<file path="src/rtl/ptw_pkg.sv">
package ptw_pkg;

    typedef enum logic [1:0] {
        ST_IDLE = 2'd0,
        ST_REQ  = 2'd1,
        ST_WAIT = 2'd2
    } walk_st_e;

    // Entry flag positions; the walk decodes exactly these bits
    localparam int PTE_PRESENT_BIT = 0;
    localparam int PTE_WRITE_BIT   = 1;
    localparam int PTE_USER_BIT    = 2;
    localparam int PTE_LARGE_BIT   = 7;

    // Bit offset of the index field used at walk step lvl (0 = top table)
    function automatic int lvl_shift(int page_shift, int idx_w, int levels, int lvl);
        return page_shift + idx_w * (levels - 1 - lvl);
    endfunction

endpackage

</file>
<file path="src/rtl/ptw_addr_gen.sv">
module ptw_addr_gen #(
    parameter int VA_W       = 48,
    parameter int PA_W       = 52,
    parameter int DATA_W     = 64,
    parameter int IDX_W      = 9,
    parameter int LEVELS     = 4,
    parameter int PAGE_SHIFT = 12,
    localparam int PFN_W     = PA_W - PAGE_SHIFT,
    localparam int LVL_W     = $clog2(LEVELS)
) (
    input  logic [PFN_W-1:0] base_i,
    input  logic [VA_W-1:0]  va_i,
    input  logic [LVL_W-1:0] lvl_i,
    output logic [PA_W-1:0]  addr_o
);
    localparam int ENTRY_SH = $clog2(DATA_W / 8);

    logic [IDX_W-1:0] idx_by_lvl [LEVELS];
    logic [IDX_W-1:0] idx;

    for (genvar g = 0; g < LEVELS; g++) begin : g_idx
        localparam int SH = ptw_pkg::lvl_shift(PAGE_SHIFT, IDX_W, LEVELS, g);
        assign idx_by_lvl[g] = va_i[SH +: IDX_W];
    end

    assign idx    = idx_by_lvl[lvl_i];
    assign addr_o = {base_i, {PAGE_SHIFT{1'b0}}} + (PA_W'(idx) << ENTRY_SH);

endmodule

</file>
<file path="src/rtl/ptw_pte_decode.sv">
module ptw_pte_decode #(
    parameter int PA_W       = 52,
    parameter int DATA_W     = 64,
    parameter int IDX_W      = 9,
    parameter int LEVELS     = 4,
    parameter int PAGE_SHIFT = 12,
    localparam int PFN_W     = PA_W - PAGE_SHIFT,
    localparam int LVL_W     = $clog2(LEVELS)
) (
    input  logic [DATA_W-1:0] pte_i,
    input  logic [LVL_W-1:0]  lvl_i,
    output logic              present_o,
    output logic              write_o,
    output logic              user_o,
    output logic              leaf_large_o,
    output logic [PFN_W-1:0]  next_pfn_o,
    output logic [PFN_W-1:0]  large_frame_o
);
    logic [PFN_W-1:0] frame_by_lvl [LEVELS];
    logic             large_allowed;

    for (genvar g = 0; g < LEVELS; g++) begin : g_frame
        localparam int SH = ptw_pkg::lvl_shift(PAGE_SHIFT, IDX_W, LEVELS, g);
        assign frame_by_lvl[g] = PFN_W'(pte_i[PA_W-1:SH]);
    end

    // Large pages terminate only on the intermediate steps, never first or last
    assign large_allowed = (lvl_i != '0) && (lvl_i < LVL_W'(LEVELS - 1));

    assign present_o     = pte_i[ptw_pkg::PTE_PRESENT_BIT];
    assign write_o       = pte_i[ptw_pkg::PTE_WRITE_BIT];
    assign user_o        = pte_i[ptw_pkg::PTE_USER_BIT];
    assign leaf_large_o  = pte_i[ptw_pkg::PTE_LARGE_BIT] && large_allowed;
    assign next_pfn_o    = pte_i[PA_W-1:PAGE_SHIFT];
    assign large_frame_o = frame_by_lvl[lvl_i];

endmodule

</file>
<file path="src/rtl/ptw_core.sv">
module ptw_core #(
    parameter int VA_W       = 48,
    parameter int PA_W       = 52,
    parameter int DATA_W     = 64,
    parameter int IDX_W      = 9,
    parameter int LEVELS     = 4,
    parameter int PAGE_SHIFT = 12,
    localparam int PFN_W     = PA_W - PAGE_SHIFT,
    localparam int LVL_W     = $clog2(LEVELS)
) (
    input  logic              clk,
    input  logic              rst_n,
    input  logic              start_i,
    input  logic [VA_W-1:0]   va_i,
    input  logic [PFN_W-1:0]  root_pfn_i,
    input  logic              user_i,
    output logic              busy_o,
    output logic              done_o,
    output logic              fault_np_o,
    output logic              fault_acc_o,
    output logic [PFN_W-1:0]  frame_o,
    output logic [LVL_W-1:0]  size_o,
    output logic              writable_o,
    output logic              user_o,
    output logic              mem_req_o,
    output logic [PA_W-1:0]   mem_addr_o,
    input  logic              mem_rvalid_i,
    input  logic [DATA_W-1:0] mem_rdata_i
);
    import ptw_pkg::*;

    typedef struct packed {
        walk_st_e         st;
        logic [LVL_W-1:0] lvl;
        logic [PFN_W-1:0] base;
        logic [VA_W-1:0]  va;
        logic             usr;
        logic             w_acc;
        logic             u_acc;
        logic             done;
        logic             f_np;
        logic             f_acc;
        logic [PFN_W-1:0] frame;
        logic [LVL_W-1:0] size;
        logic             wr;
        logic             us;
    } walk_s;

    walk_s q, d;

    logic             e_present, e_write, e_user, e_large;
    logic [PFN_W-1:0] e_next_pfn, e_large_frame;

    ptw_addr_gen #(
        .VA_W(VA_W), .PA_W(PA_W), .DATA_W(DATA_W), .IDX_W(IDX_W),
        .LEVELS(LEVELS), .PAGE_SHIFT(PAGE_SHIFT)
    ) u_addr (
        .base_i (q.base),
        .va_i   (q.va),
        .lvl_i  (q.lvl),
        .addr_o (mem_addr_o)
    );

    ptw_pte_decode #(
        .PA_W(PA_W), .DATA_W(DATA_W), .IDX_W(IDX_W),
        .LEVELS(LEVELS), .PAGE_SHIFT(PAGE_SHIFT)
    ) u_dec (
        .pte_i         (mem_rdata_i),
        .lvl_i         (q.lvl),
        .present_o     (e_present),
        .write_o       (e_write),
        .user_o        (e_user),
        .leaf_large_o  (e_large),
        .next_pfn_o    (e_next_pfn),
        .large_frame_o (e_large_frame)
    );

    always_comb begin
        logic w_new;
        logic u_new;
        d      = q;
        d.done = 1'b0;
        w_new  = q.w_acc & e_write;
        u_new  = q.u_acc & e_user;
        unique case (q.st)
            ST_IDLE: begin
                if (start_i) begin
                    d.st    = ST_REQ;
                    d.lvl   = '0;
                    d.base  = root_pfn_i;
                    d.va    = va_i;
                    d.usr   = user_i;
                    d.w_acc = 1'b1;
                    d.u_acc = 1'b1;
                    d.f_np  = 1'b0;
                    d.f_acc = 1'b0;
                    d.frame = '0;
                    d.size  = '0;
                    d.wr    = 1'b0;
                    d.us    = 1'b0;
                end
            end
            ST_REQ: begin
                d.st = ST_WAIT;
            end
            ST_WAIT: begin
                if (mem_rvalid_i) begin
                    if (!e_present) begin
                        d.st   = ST_IDLE;
                        d.done = 1'b1;
                        d.f_np = 1'b1;
                    end else if (q.usr && !e_user) begin
                        d.st    = ST_IDLE;
                        d.done  = 1'b1;
                        d.f_acc = 1'b1;
                    end else if (e_large) begin
                        d.st    = ST_IDLE;
                        d.done  = 1'b1;
                        d.frame = e_large_frame;
                        d.size  = LVL_W'(LEVELS - 1) - q.lvl;
                        d.wr    = w_new;
                        d.us    = u_new;
                    end else if (q.lvl == LVL_W'(LEVELS - 1)) begin
                        d.st    = ST_IDLE;
                        d.done  = 1'b1;
                        d.frame = e_next_pfn;
                        d.size  = '0;
                        d.wr    = w_new;
                        d.us    = u_new;
                    end else begin
                        d.st    = ST_REQ;
                        d.lvl   = q.lvl + 1'b1;
                        d.base  = e_next_pfn;
                        d.w_acc = w_new;
                        d.u_acc = u_new;
                    end
                end
            end
            default: d.st = ST_IDLE;
        endcase
    end

    always_ff @(posedge clk) begin
        if (!rst_n) begin
            q <= '{st: ST_IDLE, default: '0};
        end else begin
            q <= d;
        end
    end

    assign busy_o      = (q.st != ST_IDLE);
    assign done_o      = q.done;
    assign mem_req_o   = (q.st == ST_REQ);
    assign fault_np_o  = q.f_np;
    assign fault_acc_o = q.f_acc;
    assign frame_o     = q.frame;
    assign size_o      = q.size;
    assign writable_o  = q.wr;
    assign user_o      = q.us;

endmodule

</file>
<file path="config.mk">
export PLATFORM = sky130hd
export DESIGN_NAME = ptw_core
export DESIGN_NICKNAME = d
export VERILOG_FILES = /design/src/rtl/ptw_pkg.sv /design/src/rtl/ptw_addr_gen.sv /design/src/rtl/ptw_pte_decode.sv /design/src/rtl/ptw_core.sv
export SDC_FILE = /design/constraint.sdc
export NUM_CORES = 1
export LEC_CHECK = 0
export BUFFER_PORTS_ARGS = -buffer_cell sky130_fd_sc_hd__buf_2
export CORE_MARGIN = 2
export CORE_UTILIZATION = 30
export CTS_BUF_LIST = sky130_fd_sc_hd__clkbuf_4 sky130_fd_sc_hd__clkbuf_8 sky130_fd_sc_hd__clkbuf_16
export CTS_CLUSTER_DIAMETER = 100
export DETAILED_ROUTE_END_ITERATION = 12
export SLEW_MARGIN = 20
export SYNTH_ARGS = -nofsm -noshare
export SYNTH_HDL_FRONTEND = slang
export SYNTH_SLANG_ARGS = --single-unit
</file>
<file path="constraint.sdc">
create_clock -name clk -period 2.36 [get_ports clk]
set_clock_uncertainty 0.1 [all_clocks]
set_input_delay 0.354 -clock clk [delete_from_list [all_inputs] [get_ports clk]]
set_output_delay 0.354 -clock clk [all_outputs]
set_load 0.005 [all_outputs]
</file>
## Word-level counts from Yosys, hierarchy flattened

Cells that the tools add are included.

| word-level totals | value |
|---|---|
| input bits | 157 |
| register bits | 142 |
| logic and storage cells | 85 |

| cells by class | value |
|---|---|
| add/subtract/negate cells | 3 |
| $lt $le $gt $ge | 2 |
| reduce and logical (&&, ||, !) cells | 15 |
| multiplexer cells | 36 |
| eq/ne operators | 12 |
| bitwise logic cells | 3 |

Operators with widths:

| cell | count |
|---|---|
| $mux W44 | 4 |
| $mux W42 | 4 |
| $mux W95 | 1 |
| $pmux W46 S2 | 1 |
| $pmux W42 S2 | 1 |
| $bmux W40 S2 | 1 |
| $mux W40 | 2 |
| $add A52 B12 Y52 | 1 |
| $mux W49 | 1 |
| $mux W46 | 1 |
| $mux W45 | 1 |
| $bmux W9 S2 | 1 |
| $mux W9 | 2 |
| $ne A2 B2 Y1 const B | 8 |
| $mux W1 | 10 |
| $mux W2 | 4 |
| $reduce_and A7 Y1 | 1 |
| $pmux W2 S3 | 1 |
| $reduce_and A6 Y1 | 1 |
| $reduce_bool A2 Y1 | 3 |
| $reduce_and A5 Y1 | 1 |
| $eq A2 B2 Y1 const B | 2 |
| $pmux W2 S2 | 1 |
| $reduce_and A2 Y1 | 2 |
| other kinds (13) | 16 |

## Longest topological paths before layout

| logic depth | value |
|---|---|
| depth in word-level cells | 9 |
| gate-level depth with buffers | 9 |
| mapped depth without buffers | 5 |

## By module

A second synthesis with hierarchy kept.

| second synthesis, totals | value |
|---|---|
| cells, all modules | 956 |
| area total of the unflattened synthesis | 8144.1 µm² |

Modules (own cells, without submodules):

| module | sequential area each (µm²) | cells an instance | area each (µm²) | times used |
|---|---|---|---|---|
| ptw_core | 2842.7 | 776 | 6492.5 | 1 |
| ptw_pte_decode | 0.0 | 125 | 1106.1 | 1 |
| ptw_addr_gen | 0.0 | 55 | 545.5 | 1 |

## Worst setup path after synthesis

OpenSTA, ideal clock, no wires.

| timing | value |
|---|---|
| path kind | register to register |
| from | register q[138] in the netlist's numbering |
| to | register q[48] in the netlist's numbering |
| slack | 0.298 ns |
| clock period less this slack | 2.062 ns |
| arrival time | 1.825 ns |
| stages on the path, launching flop included | 10 |
| library setup time | 0.137 ns |
| path through | dfxtp_1 > ha_1 > buf_6 > and2_1 > buf_6 > o31ai_4 > and2_1 > buf_6 > buf_6 > a31oi_1 |

| between the ends | value |
|---|---|
| word-level cells in the longest chain between the ends | 5 |
| elaborated cells on any way between the ends | 8 |
| classes of those cells | order compare (1); eq/ne (3); reduce/logical (4) |

RTL lines:

| what | RTL line | text |
|---|---|---|
| start, declared | ptw_core.sv:49 | `walk_s q, d;` |
| start signal, assigned | ptw_core.sv:145 | `q <= '{st: ST_IDLE, default: '0};` |
| start signal, assigned | ptw_core.sv:147 | `q <= d;` |
| $lt A2 B2 Y1 or $reduce_bool A2 Y1 (tied branches) | ptw_pte_decode.sv:28 | `assign large_allowed = (lvl_i != '0) && (lvl_i < LVL_W'(LEVELS - 1));` |
| $logic_and A1 B1 Y1 | ptw_pte_decode.sv:28 |  |
| $logic_and A1 B1 Y1 | ptw_pte_decode.sv:33 | `assign leaf_large_o = pte_i[ptw_pkg::PTE_LARGE_BIT] && large_allowed;` |
| $ne A2 B2 Y1 (no source line) | n/a |  |
| $reduce_and A7 Y1 (no source line) * | n/a |  |

Mark *: on every way between the ends. The rest lies on a longest branch, timed or not.
A chain may end at the register's enable or synchronous reset.

## Worst setup path after layout

| timing | value |
|---|---|
| from | register q[138] in the netlist's numbering |
| to | output port mem_addr_o[10] |

| between the ends | value |
|---|---|
| word-level cells in the longest chain between the ends | 5 |

RTL lines:

| what | RTL line | text |
|---|---|---|
| $not A2 Y3 (implied by the code) | ptw_addr_gen.sv:26 | `assign idx = idx_by_lvl[lvl_i];` |
| $bmux W9 S2 | ptw_addr_gen.sv:26 |  |
| $mux W9 (implied by the code) (2 in a row) | ptw_addr_gen.sv:26 |  |
| $add A52 B12 Y52 | ptw_addr_gen.sv:27 | `assign addr_o = {base_i, {PAGE_SHIFT{1'b0}}} + (PA_W'(idx) << ENTRY_SH);` |
| end, declared | ptw_core.sv:26 | `output logic [PA_W-1:0] mem_addr_o,` |

No other way between the ends. The select of a mux whose other input is x is not followed.

==> impl_results.md <==
* Outcome: completed
* Initial Util at 30.81%
* Number of synthesized flops with an enable pin at 0
* Pwr/cell area at 715.0 mW/mm²
* Switching power at 1719 µW
* FILL cells at 2421
* Synth unique cells at 42
* Core Rows at 55
* Core area at 0.02278 mm²
* Die area at 0.02463 mm²
* Post-route antenna net violation count at 0
* Nets at 1113
* Skew-Pair Late Insertion Delay at 0.42 ns
* Setup TNS at 0 ns
* I/O pins at 258
* Main area contributors after synthesis: dfxtp_1 (37%), buf_4 (9.5%), nand2_1 (7.3%)
* RePlAce Congestion at 0.8618
* Layout Utilization at 36.64%
* Die Width at 157.0 µm
* Synthesized instance count at 849
* GRT overflow at 0
* Synthesized cell area at 0.007018 mm²
* Clock Root Buffer: clkbuf_16
* Relative slew slack at 58.27%
* Crit share post-route at 96.49%
* Pins Over Slew Limit at 0
* Vias at 6688
* Sink Count at 130
* First-pass GRT wire length at 37130 µm
* Post-CTS sizing at 2
* Worst R2R Setup Slack at 0.18 ns
* #FFs+latches synth at 130
* Leak at 0.003410 µW
* Worst Tran Pin Value at 0.6253 ns
* Comb power frac at 14.6%
* Post-CTS setup buffers at 0
* Yosys warning count at 0
* 1st-pass router iterations at 11
* TritonCTS clock tree: yes
* Post-route insts no fill at 1282
* Initial drt markers at 714
* Yosys top cell area share at 37.08%
* Clock transition at the registers of the reported paths at 0.07 ns
* CP max FO at 40
* Vias in the first global route at 6233
* Area post-placement at 0.007730 mm²
* Worst Setup End Kind: primary output
* Final instance area at 0.008346 mm²
* Share of layout cells above drive strength 1 at 32.02%
* Avg Inst Size Synth at 8.266 µm²
* Number of buffers created by CTS at 17
* Most frequent cells in the layout: buf_2 (222), nand2_1 (136), dfxtp_1 (128), a21oi_1 (95), nand3_1 (49)
* Slowest stage cell on the critical path: mux4_2
* Routed WL at 25020 µm
* Synth Flop Type: dfxtp_1
* Initial antenna violation count at 1
* Worst IR Drop VDD at 0.0004978 V
* Clock Power Share at 45.5%
* Ys async rst share at 0%
* DP HPWL at 18020 µm
* Max stage delay on crit path at 0.56 ns
* Max cap viols at 0
* Total GRT Usage at 19.85%
* Fin. Hold Viols at 0
* Critical Path Source Type: flip-flop
* Clk buf depth at 2
* Commonest non-fill, non-tap cell in the layout: buf_2
* Top cell type by total area after synthesis: dfxtp_1
* Final-report setup violation count at 0
* RSZ-0062 raised after global routing: no
* Period minus WS final at 2.277 ns
* Critical path arrival at 1.82 ns
* Area growth syn-to-layout at 18.92%
* Die extent in y at 157.0 µm
* Htree depth at 4
* Sequential power share at 39.9%
* WS Path Type: flip-flop to primary output
* Min-Delay Path Class: input port to flip-flop
* F_max at 439.1 MHz
* Sw frac at 28.81%
* CP Cell Sequence: buf_6 > mux4_2 > buf_2
* Port Buffer Count at 222
* Hold Buf Count CTS at 0
* Vias/cell at 5.217
* Routed len/inst at 19.52 µm
* Largest net degree at the start of global routing at 46
* Dpl cells at 1249
* Cell Int Power at 4248 µW
* Seq/Total Area, Yosys at 37.08%
* Worst EP required at 1.91 ns
* Residual DRC at 0
-- per-layer routing --
layer / vias up / wire (µm) / track usage, %
met1: 3111 / 10370 / 26.14
li1: 3228 / - / -
met4: 0 / 714 / 7.252
met3: 46 / 2598 / 7.351
met5: - / 0 / 0
met2: 303 / 11340 / 29.66
-- through the flow --
stage	setup slack [ns]	hold slack (ns)	total power (µW)
after floorplan	0.2979	0.3318	2999
after global placement	0.2331	0.3409	3283
after detailed placement	0.1523	0.3412	3290
after CTS	0.07057	0.04731	6004
after global routing	0.006046	0.05900	6225
final	0.08286	0.05977	5967
-- path summary, 6_finish.rpt --
kind | end | start | cells after the start
worst max-delay path | mem_addr_o[10] | q[138] | 3
worst min-delay path | q[81] | va_i[31] | 3
worst max register to register | q[129] | q[138] | 6
worst min register to register | q[66] | q[66] | 2
-- worst max-delay path, delay by kind of cell, from the launching register on --
| kind | cells | cell delay [ns] |
|---|---|---|
| mux | 1 | 0.56 |
| flops | 1 | 0.34 |
| buf+inv | 2 | 0.50 |
-- state kept, by name, indices dropped and copies added, names as in the netlist --
signal,cells
done_o,1
size_o,2
frame_o,40
q,83
writable_o,1
fault_np_o,1
user_o,1
fault_acc_o,1
-- power by group through the flow --
| stage | registers, µW | clock network [µW] | logic [µW] |
|---|---|---|---|
| after floorplan | 2410 | 0 | 591 |
| after global placement | 2420 | 0 | 861 |
| after detailed placement | 2420 | 0 | 865 |
| after CTS | 2380 | 2760 | 867 |
| after global routing | 2390 | 2880 | 952 |
| final | 2380 | 2720 | 872 |
-- synthesized netlist by cell type, types with 11 or more instances --
library cell / number
buf_2: 23
nand3_1: 50
a311oi_1: 37
clkbuf_1: 46
buf_6: 11
nand4_1: 13
a21oi_1: 96
a221o_1: 13
o22ai_1: 14
nor2_1: 11
o21ai_0: 33
nand2_1: 136
dfxtp_1: 130
mux2i_1: 13
o31ai_1: 19
o21a_1: 11
buf_4: 89
nand2b_1: 13
-- logic make-up (layout without fill, tap and decap cells) --
kind of cell / Yosys count / count (layout) / share of synthesized area (%)
AO/OA/AOI/OAI: 278 / 278 / 26.76
adder cells (fa/ha/maj): 1 / 1 / 0.1783
buffers and inverters: 177 / 294 / 15.83
flip-flops: 130 / 130 / 37.08
multiplexers: 22 / 22 / 4.742
other: 1 / 4 / 0.05343
AND/OR/NAND/NOR: 240 / 240 / 15.35
-- area by class of cell --
type	instances	area [µm²]	area share [%]
repair buffers	257	1394	16.70
flip-flops and latches	130	2605	31.21
diodes	1	2.502	0.02999
clock inverters	15	172.7	2.069
clock buffers	17	425.4	5.097
multi-input cells	544	3336	39.97
well taps	313	391.6	4.693
inverters	5	18.77	0.2249
No activity file was read; power rests on OpenSTA's default activity.
